`src/rtl/exc_pkg.sv`:
```
package exc_pkg;

   // Machine-state bit positions (LSB = 0 numbering)
   localparam int unsigned MST_EE_POS = 15;   // external enable
   localparam int unsigned MST_PR_POS = 14;   // user mode when set
   localparam int unsigned MST_IP_POS = 6;    // high table base when set

   // Bits carried across entry/return in save register 1
   localparam logic [31:0] MST_RESTORE_MASK = 32'h0000_FF73;

   // Cause code field in save register 1
   localparam int unsigned INFO_LSB = 27;
   localparam int unsigned INFO_W   = 4;

   // Register select encoding for move-to / move-from
   typedef enum logic [1:0] {
      SEL_MST   = 2'd0,
      SEL_SAVE0 = 2'd1,
      SEL_SAVE1 = 2'd2,
      SEL_NONE  = 2'd3
   } reg_sel_e;

endpackage

```
`src/rtl/exc_prio_sel.sv`:
```
module exc_prio_sel #(
   parameter int unsigned      NSRC     = 6,
   parameter int unsigned      IDX_W    = 3,
   parameter logic [NSRC-1:0]  MASKABLE = '0
) (
   input  logic             clk,
   input  logic             rst_n,
   input  logic [NSRC-1:0]  req,
   input  logic             ee,
   output logic [NSRC-1:0]  grant,
   output logic             any,
   output logic [IDX_W-1:0] idx
);

   if ((1 << IDX_W) < NSRC) begin : g_bad_idx
      $error("exc_prio_sel: IDX_W too narrow for NSRC");
   end

   logic [NSRC-1:0] elig;

   for (genvar i = 0; i < NSRC; i++) begin : g_elig
      if (MASKABLE[i]) begin : g_masked
         assign elig[i] = req[i] & ee;
      end else begin : g_always
         assign elig[i] = req[i];
      end
   end

   // Lowest index wins: scan from the top so the last hit is the winner
   always_comb begin
      grant = '0;
      any   = 1'b0;
      idx   = '0;
      for (int i = NSRC - 1; i >= 0; i--) begin
         if (elig[i]) begin
            grant    = '0;
            grant[i] = 1'b1;
            any      = 1'b1;
            idx      = IDX_W'(i);
         end
      end
   end

   a_r2_single_grant: assert property (@(posedge clk) disable iff (!rst_n)
      $onehot0(grant));

   a_r2_grant_has_req: assert property (@(posedge clk) disable iff (!rst_n)
      (grant & ~req) == '0);

   a_r2_no_higher_eligible: assert property (@(posedge clk) disable iff (!rst_n)
      any |-> ((req & (grant - 1'b1) & (ee ? {NSRC{1'b1}} : ~MASKABLE)) == '0));

   a_r3_masked_blocked: assert property (@(posedge clk) disable iff (!rst_n)
      !ee |-> ((grant & MASKABLE) == '0));

endmodule

```
`src/rtl/exc_vec_addr.sv`:
```
module exc_vec_addr #(
   parameter int unsigned               XLEN      = 32,
   parameter int unsigned               NSRC      = 6,
   parameter int unsigned               IDX_W     = 3,
   parameter int unsigned               VEC_BITS  = 5,
   parameter int unsigned               VEC_SHIFT = 8,
   parameter logic [NSRC*VEC_BITS-1:0]  VEC_MAP   = '0,
   parameter logic [XLEN-1:0]           LO_BASE   = '0,
   parameter logic [XLEN-1:0]           HI_BASE   = '0
) (
   input  logic [IDX_W-1:0]    idx,
   input  logic                hi_sel,
   output logic [VEC_BITS-1:0] vec,
   output logic [XLEN-1:0]     addr
);

   localparam int unsigned     SPAN_W    = VEC_SHIFT + VEC_BITS;
   localparam logic [XLEN-1:0] SPAN_MASK = XLEN'((64'd1 << SPAN_W) - 64'd1);
   localparam bit              CAN_OR    = ((LO_BASE & SPAN_MASK) == '0) &&
                                           ((HI_BASE & SPAN_MASK) == '0);

   if (SPAN_W > XLEN) begin : g_bad_span
      $error("exc_vec_addr: vector table wider than the address");
   end

   logic [XLEN-1:0] base;
   logic [XLEN-1:0] offset;

   always_comb begin
      vec = '0;
      for (int i = 0; i < NSRC; i++) begin
         if (idx == IDX_W'(i)) vec = VEC_MAP[i*VEC_BITS +: VEC_BITS];
      end
   end

   assign base   = hi_sel ? HI_BASE : LO_BASE;
   assign offset = XLEN'(vec) << VEC_SHIFT;

   // Aligned bases need no carry chain; otherwise fall back to an adder
   if (CAN_OR) begin : g_or_base
      assign addr = base | offset;
   end else begin : g_add_base
      assign addr = base + offset;
   end

endmodule

```
`src/rtl/exc_state_regs.sv`:
```
module exc_state_regs #(
   parameter int unsigned     XLEN      = 32,
   parameter int unsigned     IDX_W     = 3,
   parameter logic [XLEN-1:0] MST_RESET = '0
) (
   input  logic             clk,
   input  logic             rst_n,
   input  logic             take,
   input  logic [IDX_W-1:0] take_idx,
   input  logic [XLEN-1:0]  pc_in,
   input  logic             rfi,
   input  logic             mt_en,
   input  logic [1:0]       mt_sel,
   input  logic [XLEN-1:0]  mt_data,
   output logic [XLEN-1:0]  mst,
   output logic [XLEN-1:0]  save0,
   output logic [XLEN-1:0]  save1
);
   import exc_pkg::*;

   localparam logic [XLEN-1:0] KEEP_MASK  = XLEN'(MST_RESTORE_MASK);
   localparam logic [XLEN-1:0] CLEAR_MASK = ~((XLEN'(1) << MST_EE_POS) |
                                              (XLEN'(1) << MST_PR_POS));

   if (INFO_LSB + INFO_W > XLEN) begin : g_bad_info
      $error("exc_state_regs: cause field outside save register");
   end
   if ((1 << INFO_W) <= (1 << IDX_W) - 1) begin : g_bad_info_w
      $error("exc_state_regs: cause field too narrow");
   end

   logic [INFO_W-1:0] info_code;
   logic [XLEN-1:0]   entry_image;

   assign info_code   = INFO_W'(take_idx) + INFO_W'(1);
   assign entry_image = (mst & KEEP_MASK) | (XLEN'(info_code) << INFO_LSB);

   always_ff @(posedge clk) begin
      if (!rst_n) begin
         mst   <= MST_RESET;
         save0 <= '0;
         save1 <= '0;
      end else if (take) begin
         save0 <= pc_in;
         save1 <= entry_image;
         mst   <= mst & CLEAR_MASK;
      end else if (rfi) begin
         mst   <= (mst & ~KEEP_MASK) | (save1 & KEEP_MASK);
      end else if (mt_en) begin
         case (reg_sel_e'(mt_sel))
            SEL_MST:   mst   <= mt_data;
            SEL_SAVE0: save0 <= mt_data;
            SEL_SAVE1: save1 <= mt_data;
            default:   ;
         endcase
      end
   end

   a_r6_entry_clears: assert property (@(posedge clk) disable iff (!rst_n)
      take |=> (!mst[MST_EE_POS] && !mst[MST_PR_POS]));

   a_r5_save_pc: assert property (@(posedge clk) disable iff (!rst_n)
      take |=> (save0 == $past(pc_in)));

   a_r7_restore: assert property (@(posedge clk) disable iff (!rst_n)
      (rfi && !take) |=> (((mst & KEEP_MASK) == ($past(save1) & KEEP_MASK)) &&
                          $stable(save0) && $stable(save1)));

   a_r8_take_beats_rfi: assert property (@(posedge clk) disable iff (!rst_n)
      (take && rfi) |=> !mst[MST_EE_POS]);

   a_r9_write_save0: assert property (@(posedge clk) disable iff (!rst_n)
      (mt_en && !take && !rfi && mt_sel == 2'd1) |=> (save0 == $past(mt_data)));

endmodule

```
`src/rtl/exc_dispatch.sv`:
```
module exc_dispatch #(
   parameter int unsigned                 XLEN      = 32,
   parameter int unsigned                 NSRC      = 6,
   parameter int unsigned                 VEC_BITS  = 5,
   parameter int unsigned                 VEC_SHIFT = 8,
   parameter logic [NSRC-1:0]             MASKABLE  = 6'b110000,
   parameter logic [NSRC*VEC_BITS-1:0]    VEC_MAP   = {5'd9, 5'd5, 5'd7, 5'd6, 5'd2, 5'd1},
   parameter logic [XLEN-1:0]             LO_BASE   = 32'h0000_0000,
   parameter logic [XLEN-1:0]             HI_BASE   = 32'hFFF0_0000,
   parameter logic [XLEN-1:0]             MST_RESET = 32'h0000_0040
) (
   input  logic                      clk,
   input  logic                      rst_n,
   input  logic [XLEN-1:0]           pc_in,
   input  logic [NSRC-1:0]           req,
   input  logic                      rfi,
   input  logic                      mt_en,
   input  logic [1:0]                mt_sel,
   input  logic [XLEN-1:0]           mt_data,
   input  logic [1:0]                mf_sel,
   output logic [XLEN-1:0]           mf_data,
   output logic                      take,
   output logic [$clog2(NSRC)-1:0]   take_src,
   output logic [VEC_BITS-1:0]       take_vec,
   output logic                      redirect,
   output logic [XLEN-1:0]           redirect_pc
);
   import exc_pkg::*;

   localparam int unsigned IDX_W = $clog2(NSRC);

   if (XLEN != 32) begin : g_bad_xlen
      $error("exc_dispatch: machine-state layout assumes 32 bits");
   end
   if (NSRC < 2) begin : g_bad_nsrc
      $error("exc_dispatch: at least two sources needed");
   end

   logic [NSRC-1:0] grant;
   logic [XLEN-1:0] mst;
   logic [XLEN-1:0] save0;
   logic [XLEN-1:0] save1;
   logic [XLEN-1:0] handler_pc;

   exc_prio_sel #(
      .NSRC     (NSRC),
      .IDX_W    (IDX_W),
      .MASKABLE (MASKABLE)
   ) u_sel (
      .clk   (clk),
      .rst_n (rst_n),
      .req   (req),
      .ee    (mst[MST_EE_POS]),
      .grant (grant),
      .any   (take),
      .idx   (take_src)
   );

   exc_vec_addr #(
      .XLEN      (XLEN),
      .NSRC      (NSRC),
      .IDX_W     (IDX_W),
      .VEC_BITS  (VEC_BITS),
      .VEC_SHIFT (VEC_SHIFT),
      .VEC_MAP   (VEC_MAP),
      .LO_BASE   (LO_BASE),
      .HI_BASE   (HI_BASE)
   ) u_vec (
      .idx    (take_src),
      .hi_sel (mst[MST_IP_POS]),
      .vec    (take_vec),
      .addr   (handler_pc)
   );

   exc_state_regs #(
      .XLEN      (XLEN),
      .IDX_W     (IDX_W),
      .MST_RESET (MST_RESET)
   ) u_regs (
      .clk      (clk),
      .rst_n    (rst_n),
      .take     (take),
      .take_idx (take_src),
      .pc_in    (pc_in),
      .rfi      (rfi),
      .mt_en    (mt_en),
      .mt_sel   (mt_sel),
      .mt_data  (mt_data),
      .mst      (mst),
      .save0    (save0),
      .save1    (save1)
   );

   assign redirect    = take | rfi;
   assign redirect_pc = take ? handler_pc : {save0[XLEN-1:2], 2'b00};

   always_comb begin
      case (reg_sel_e'(mf_sel))
         SEL_MST:   mf_data = mst;
         SEL_SAVE0: mf_data = save0;
         SEL_SAVE1: mf_data = save1;
         default:   mf_data = '0;
      endcase
   end

   a_r2_grant_matches_src: assert property (@(posedge clk) disable iff (!rst_n)
      take |-> (grant == (NSRC'(1) << take_src)));

   a_r7_return_target: assert property (@(posedge clk) disable iff (!rst_n)
      (rfi && !take) |-> (redirect && redirect_pc[1:0] == 2'b00));

endmodule

```
`config.mk`:
```
export PLATFORM = sky130hd
export DESIGN_NAME = exc_dispatch
export DESIGN_NICKNAME = d
export VERILOG_FILES = /design/src/rtl/exc_pkg.sv /design/src/rtl/exc_prio_sel.sv /design/src/rtl/exc_vec_addr.sv /design/src/rtl/exc_state_regs.sv /design/src/rtl/exc_dispatch.sv
export SDC_FILE = /design/constraint.sdc
export NUM_CORES = 1
export LEC_CHECK = 0
export BUFFER_PORTS_ARGS = -buffer_cell sky130_fd_sc_hd__clkbuf_2
export CORE_AREA = 2 2 131 95
export DETAILED_ROUTE_END_ITERATION = 8
export DIE_AREA = 0 0 133 97
export PLACE_DENSITY = 0.84
export SYNTH_ARGS = -nofsm -noshare
export SYNTH_HDL_FRONTEND = slang
export SYNTH_HIERARCHICAL = 1
export SYNTH_SLANG_ARGS = --single-unit
```
`constraint.sdc`:
```
create_clock -name clk -period 2.5 [get_ports clk]
set_clock_uncertainty 0.15 [all_clocks]
set_input_delay 0.375 -clock clk [delete_from_list [all_inputs] [get_ports clk]]
set_output_delay 0.375 -clock clk [all_outputs]
set_load 0.02 [all_outputs]
```
==> results of run 1 <==
final timing paths:
kind	startpoint	to	cells after the start	slack, ns
setup / recovery	u_regs/mst[15]	redirect_pc[10]	7	-0.03
hold / removal	pc_in[18]	u_regs/save0[18]	2	0.10
setup reg to reg	u_regs/mst[15]	u_regs/mst[0]	6	0.16
hold reg to reg	u_regs/mst[25]	u_regs/mst[25]	2	0.34
area by class of cell:
cell class                 instances  area, µm²
clock buffer                      10      239.0
clock inverter                     6      90.09
fill                             942       4579
inverter                           4      15.01
multi-input combinational        367       3234
sequential                        96       1926
tap                              157      196.4
timing repair buffer             202       1240
metal layers:
| layer | up-vias | global-route usage (%) | part of all wire (%) |
|---|---|---|---|
| li1 | 2302 | - | - |
| met1 | 2518 | 35.10 | 43 |
| met2 | 312 | 43.12 | 46 |
| met3 | 33 | 6.132 | 9.1 |
| met4 | 0 | 8.768 | 2.1 |
| met5 | - | 0 | 0 |
flip-flops by register name, indices dropped and copies added, names as in the netlist:
name          flops
u_regs/mst       32
u_regs/save1     32
u_regs/save0     32
power by group:
part           switching (mW)  internal (mW)  total, mW
clock                   0.612          0.908       1.52
combinational           0.323          0.247      0.570
sequential             0.0409           1.57       1.61
repair_timing:
item | 4_1_cts | 5_1_grt
setup buffers | 7 | 1
resized for setup | 8 | 5
cloned | 0 | 1
setup endpoints to repair | 32 | 27
pin swaps | 4 | 3
==> qor.yml, run 1 <==
postCtsHoldBufs: 0
routed_wire_length_per_instance_um: 20.89
ctsHtreeMaxLevel: 3
drt-total-wl_mm: 17.59
achievable_clock_frequency_mhz: 395.2
report.final.slew_viol_count: 0
fin_setup_tns_ns: -0.03028
initial_core_util_pct: 49.27
leakage_power_nw: 3.271
clock_sink_count: 96
vias: 5165
worst_hold_path_type: "input pin to flop"
crit_slowest_cell: "dfxtp_4"
setup.worst_path.end_class: "output pin"
firstDrtPassIters: 8
grt_util_all_layers_pct: 26.65
worst_skew_pair.late_latency_ns: 0.35
synthCells: 538
slew_headroom_pct: 56.65
design.core.area_um2: 11520
fp.dieH_um: 97
violations: "setup timing"
finalHoldViolations: 0
buf_inv_stages_crit_path: 2
cp_cell_sequence: "nand3b_1 -> a221oi_2 -> buf_4 -> nor2_4 -> mux2_4 -> mux2_4 -> buf_8"
stdcell_area_um2: 6940
antenna-diode-count: 0
cts_made_buffers: 9
post-dp-hpwl_mm: 12.31
detailed_place.area_um2: 6489
number_of_cells_in_the_design_after_placement: 817
ctsRootBufferMaster: "clkbuf_16"
critPathArrivalTime_ns: 2.01
number_of_design_rule_violations_left_by_the_first_detailed_router_iteration: 461
timing.final.crit_period_ns: 2.530
core.rowCount: 33
vias_per_cell: 6.134
synthesis.area_um2: 5675
worst_ir_drop_vdd_mv: 0.3507
worst_hold_slack_ns: 0.1028
min_period_over_period_pct: 101.2
tightestPinTransition_ns: 0.6493
cp_common_cell: "mux2_4"
crit_required_ns: 1.98
total_power_mw: 3.699
first_pass_grt_wire_length_mm: 27.46
critical_path.startpoint_type: "flop"
die_w_um: 133
mostFrequentLayoutCell: "clkbuf_2"
path_max_fanout: 4
setup_viol: 1
nNetsFinal: 759
setup_slack_ns: -0.03028
rsz0062_at_grt: "true"
final_core_util_pct: 60.25
cts.clk_slew.worst_paths_ns: 0.07
finalWeightedCongestion: 0.8405
synth_area_per_cell_um2: 10.55
largest_net_degree_at_the_start_of_global_routing: 40
areaGrowthSynthToFinish_pct: 22.29
p_per_area_nw_per_um2: 532.9
cpLargestDelayFamily: "multiplexers"
run_status: "finished, violations left"
timing_worst_setup_path_type: "flop to output pin"
grt_pass1_vias: 5227
yosysWarningCount: 6
max_cap_viol_count: 0
ant_nets: 0
grt_antenna_before_repair: 0
pre_cts_slack_ns: -0.1117
final_cells: 842
final_cell_mix: "clkbuf_2, dfxtp_1, mux2i_1, buf_4, a221o_1"
grt.overflow.total: 0
detail_route.drc_violations: 0
final_layout_size_suffix_gt1_share_pct: 44.23
cts_buffer_depth: 2
timing.critical_path.slowest_cell_delay_ns: 0.38
ioPinCount: 152
count_of_buffers_from_port_buffering: 148
die_area_um2: 12900
cts_tree: "yes"
Power figures use the tool's default switching activity.
==> inputs of run 2 (changes only) <==
Settings changed: REMOVE_ABC_BUFFERS set to 1.
==> run 2 against run 1 <==
  * The flow now finishes without violations
  * Routed wire length is 11% lower
  * Via count is 5.9% lower
  * Clock power is 7% lower
  * Fmax is 3.8% higher
  * Worst setup slack better by 0.092 ns
  * Critical path depth is 1 lower
  * Register-to-register slack better by 0.25 ns
  * Hold slack better by 0.0048 ns
  * Critical path type unchanged
  * Critical endpoint unchanged
  * Largest power group unchanged
==> qor.yml, run 2 (same netlist as run 1, synthesis figures left out) <==
run_status: "complete, no violations"
share_clk_of_total_power_pct: 39.5
report.final.slew_viol_count: 0
buf_inv_stages_crit_path: 1
tightestPinTransition_ns: 0.6509
timing.critical_path.slowest_cell_delay_ns: 0.36
grt_antenna_before_repair: 0
setup_slack_ns: 0.06165
design.core.area_um2: 11520
initial_core_util_pct: 49.27
post-dp-hpwl_mm: 11.09
cts_tree: "yes"
vias: 4861
fp.dieH_um: 97
finalHoldViolations: 0
ant_nets: 0
switching_power_mw: 0.9301
largest_net_degree_at_the_start_of_global_routing: 35
ioPinCount: 152
count_of_buffers_from_port_buffering: 148
critPathArrivalTime_ns: 1.91
cp_common_cell: "mux2_4"
final_layout_size_suffix_gt1_share_pct: 42.51
firstDrtPassIters: 4
path_max_fanout: 4
cts_buffer_depth: 2
areaGrowthSynthToFinish_pct: 19.55
grt_pass1_vias: 4922
ctsHtreeMaxLevel: 3
layout_top_registers: "u_regs/mst (32), u_regs/save0 (32), u_regs/save1 (32)"
critical_path.startpoint_type: "flop"
mostFrequentLayoutCell: "clkbuf_2"
final_cells: 825
clock_sink_count: 96
achievable_clock_frequency_mhz: 410.1
first_pass_grt_wire_length_mm: 24.56
cts_made_buffers: 9
antenna-diode-count: 0
slew_headroom_pct: 56.42
number_of_cells_in_the_design_after_placement: 809
portion_of_total_power_attributed_to_sequential_cells_pct: 45.2
intPower_mw: 2.628
leakage_power_nw: 3.164
fin_setup_tns_ns: 0
p_per_area_nw_per_um2: 524.4
die_area_um2: 12900
routed_wire_length_per_instance_um: 19.03
finalWeightedCongestion: 0.8286
pwr-share-comb_pct: 15.3
vias_per_cell: 5.892
crit_required_ns: 1.98
cts.clk_slew.worst_paths_ns: 0.06
crit_slowest_cell: "a221oi_4"
rsz0062_at_grt: "true"
final_core_util_pct: 58.90
grt_util_all_layers_pct: 23.76
grt.overflow.total: 0
worst_ir_drop_vdd_mv: 0.3641
timing_worst_setup_path_type: "flop to output pin"
switching_share_pct: 26.14
setup_viol: 0
die_w_um: 133
min_period_over_period_pct: 97.53
ctsRootBufferMaster: "clkbuf_16"
final_cell_mix: "clkbuf_2, dfxtp_1, mux2i_1, a221o_1, and3_1"
timing.final.crit_period_ns: 2.438
cpLargestDelayFamily: "multiplexers"
postCtsHoldBufs: 0
drt-total-wl_mm: 15.70
nNetsFinal: 743
core.rowCount: 33
setup.worst_path.end_class: "output pin"
max_cap_viol_count: 0
detail_route.drc_violations: 0
nFillCells: 957
pre_cts_slack_ns: -0.01095
worst_skew_pair.late_latency_ns: 0.34
number_of_design_rule_violations_left_by_the_first_detailed_router_iteration: 391
cp_cell_sequence: "nand3b_1 -> a221oi_4 -> nor2_2 -> mux2_4 -> mux2_4 -> buf_6"
worst_hold_path_type: "input pin to flop"
## run 2: changes by cell type in the layout (fill, tap and decap cells not counted), sizes merged
cell      change
buf          -18
clkbuf        +3
bufinv        -1
clkinv        -1
clkinvlp      +1
inv           -1
## run 2: power by group through the flow
| stage | combinational [mW] | sequential [mW] | clock (mW) |
|---|---|---|---|
| after floorplan | 0.282 | 1.63 | 0 |
| after global placement | 0.519 | 1.64 | 0 |
| after detailed placement | 0.532 | 1.64 | 0 |
| after CTS | 0.537 | 1.61 | 1.44 |
| after global routing | 0.577 | 1.61 | 1.49 |
| final | 0.544 | 1.61 | 1.41 |
## run 2: worst reg2reg max path, cell delays in order (launching register included)
cell      delay [ns]
dfxtp_4         0.35
o21ai_0         0.17
nand2_2         0.18
buf_6           0.28
nor2b_1         0.12
a21boi_4        0.17
buf_12          0.18
a221o_1         0.37
## run 2: timing repair
action                                  4_1_cts  5_1_grt
cloned                                        0        0
resized for setup                             3        8
endpoints found under the setup margin        4       14
pin swaps                                     0        4
buffers inserted                              0        1
## run 2: metrics by stage
step	instance area [µm²]	power, mW	hold slack (ns)
after global routing	6785	3.678	0.1003
final	6785	3.558	0.1077
after floorplan	5114	1.914	0.2882
after detailed placement	6427	2.174	0.3014
after CTS	6754	3.582	0.09362
after global placement	6427	2.156	0.2949
## run 2: worst paths after layout
| kind | start | cells after the start | endpoint | slack (ns) |
|---|---|---|---|---|
| setup / recovery | u_regs/mst[15] | 6 | redirect_pc[10] | 0.06 |
| hold / removal | pc_in[1] | 2 | u_regs/save0[1] | 0.11 |
| setup reg to reg | u_regs/mst[15] | 7 | u_regs/save0[16] | 0.41 |
| hold reg to reg | u_regs/mst[29] | 2 | u_regs/mst[29] | 0.31 |
## run 2: cell type report
| type | count | area [µm²] | share of cell area (%) |
|---|---|---|---|
| inverter | 4 | 15.01 | 0.2213 |
| multi-input combinational | 367 | 3243 | 47.80 |
| timing repair buffer | 186 | 1099 | 16.19 |
| tap | 157 | 196.4 | 2.895 |
| clock inverter | 4 | 53.80 | 0.7929 |
| sequential | 96 | 1926 | 28.38 |
| clock buffer | 11 | 252.7 | 3.725 |
## run 2: layer usage
layer	up-vias	track usage (%)	wire (µm)
li1	2272	-	-
met1	2382	30.44	6923
met2	190	40.10	7628
met3	17	4.979	960
met4	0	7.444	186
met5	-	0	0
==> inputs of run 3 (changes only) <==
--- a/constraint.sdc
+++ b/constraint.sdc
@@ -4,2 +4,2 @@
 set_output_delay 0.375 -clock clk [all_outputs]
-set_load 0.02 [all_outputs]
+set_load 0.005 [all_outputs]
==> run 3 against run 2 <==
  * Flip-flop and latch count is the same
  * Critical path type is now input pin to output pin
  * Hold slack gained 0.0042 ns
  * Register-to-register slack worse by 0.09 ns
==> qor.yml, run 3 (same netlist as run 1, synthesis figures left out) <==
run_status: "complete, no violations"
grt.overflow.total: 0
worst_hold_slack_ns: 0.1119
worst_ir_drop_vdd_mv: 0.3002
firstDrtPassIters: 5
max_cap_viol_count: 0
vias_per_cell: 5.905
final_cells: 823
cts_tree: "yes"
timing_worst_setup_path_type: "input pin to output pin"
cp_cell_sequence: "clkbuf_2 -> or4_1 -> nor2_4 -> mux2_4 -> mux2_4 -> clkbuf_2"
drt-total-wl_mm: 15.66
postCtsHoldBufs: 0
setup_viol: 0
initial_core_util_pct: 49.27
tightestPinTransition_ns: 0.6418
achievable_clock_frequency_mhz: 405.0
slew_headroom_pct: 57.02
min_period_over_period_pct: 98.76
final-seq-area_um2: 1926
number_of_cells_in_the_design_after_placement: 805
detailed_place.area_um2: 6435
leakage_power_nw: 3.139
timing.critical_path.slowest_cell_delay_ns: 0.59
first_pass_grt_wire_length_mm: 25.16
cts_buffer_depth: 2
grt_util_all_layers_pct: 24.06
worst_skew_pair.late_latency_ns: 0.34
rsz0062_at_grt: "true"
die_w_um: 133
critical_path.startpoint_type: "input pin"
grt_pass1_vias: 4887
largest_net_degree_at_the_start_of_global_routing: 35
cts_made_buffers: 9
ant_nets: 0
fp.dieH_um: 97
number_of_design_rule_violations_left_by_the_first_detailed_router_iteration: 390
final_layout_size_suffix_gt1_share_pct: 42.04
setup_slack_ns: 0.03095
critPathArrivalTime_ns: 1.94
crit_required_ns: 1.98
pre_cts_slack_ns: -0.02556
routed_wire_length_per_instance_um: 19.03
ioPinCount: 152
vias: 4860
cts.clk_slew.worst_paths_ns: 0.06
areaGrowthSynthToFinish_pct: 18.65
final_core_util_pct: 58.46
fin_setup_tns_ns: 0
clock_sink_count: 96
worst_hold_path_type: "input pin to flop"
mostFrequentLayoutCell: "clkbuf_2"
detail_route.drc_violations: 0
finalHoldViolations: 0
crit_slowest_cell: "or4_1"
report.final.slew_viol_count: 0
p_per_area_nw_per_um2: 496.7
nFillCells: 958
count_of_buffers_from_port_buffering: 148
ctsHtreeMaxLevel: 3
nNetsFinal: 740
layout_top_registers: "u_regs/mst (32), u_regs/save0 (32), u_regs/save1 (32)"
ctsRootBufferMaster: "clkbuf_16"
path_max_fanout: 4
design.core.area_um2: 11520
die_area_um2: 12900
final_cell_mix: "clkbuf_2, dfxtp_1, mux2i_1, a221o_1, and3_1"
setup.worst_path.end_class: "output pin"
total_area_of_multi_input_combinational_cells_um2: 3227
stdcell_area_um2: 6734
timing.final.crit_period_ns: 2.469
grt_antenna_before_repair: 0
post-dp-hpwl_mm: 11.02
total_power_mw: 3.345
antenna-diode-count: 0
finalWeightedCongestion: 0.8346
core.rowCount: 33
-- run 3: per-layer routing --
layer / vias up / GRT usage, % / part of all wire [%]
li1: 2273 / - / -
met1: 2373 / 31.40 / 44
met2: 192 / 40.18 / 48
met3: 22 / 5.031 / 6.0
met4: 0 / 6.948 / 1.6
met5: - / 0 / 0
-- run 3: final cells by class --
cell class | instances | area share (%)
clock buffer | 11 | 3.456
clock inverter | 5 | 0.5017
inverter | 4 | 0.2230
multi-input combinational | 367 | 47.92
sequential | 96 | 28.60
tap | 157 | 2.917
timing repair buffer | 183 | 16.39
-- run 3: worst paths after layout --
kind | start | to | slack, ns | cells past startpoint
min | pc_in[8] | u_regs/save0[8] | 0.11 | 2
max reg2reg | u_regs/mst[15] | u_regs/save0[19] | 0.32 | 7
max | req[0] | redirect_pc[10] | 0.03 | 6
min reg2reg | u_regs/mst[28] | u_regs/mst[28] | 0.32 | 2
-- run 3: where the power goes --
group	switching [mW]	leakage (nW)	internal [mW]	total [mW]
combinational	0.248	2.23	0.231	0.479
sequential	0.0368	0.784	1.57	1.61
clock	0.587	0.126	0.674	1.26
total	0.872	3.14	2.47	3.34
-- run 3: worst max-delay path, delay by kind of cell --
family        cells  cell delay (ns)
mux               2             0.57
buf+inv           2             0.22
simple gates      2             0.77
-- run 3: what timing repair did --
item	in CTS	in global routing
resized for setup	2	3
pin swaps	0	2
buffers inserted	0	2
gates cloned	0	0
hold endpoints to repair	0	0
endpoints found under the setup margin	3	3
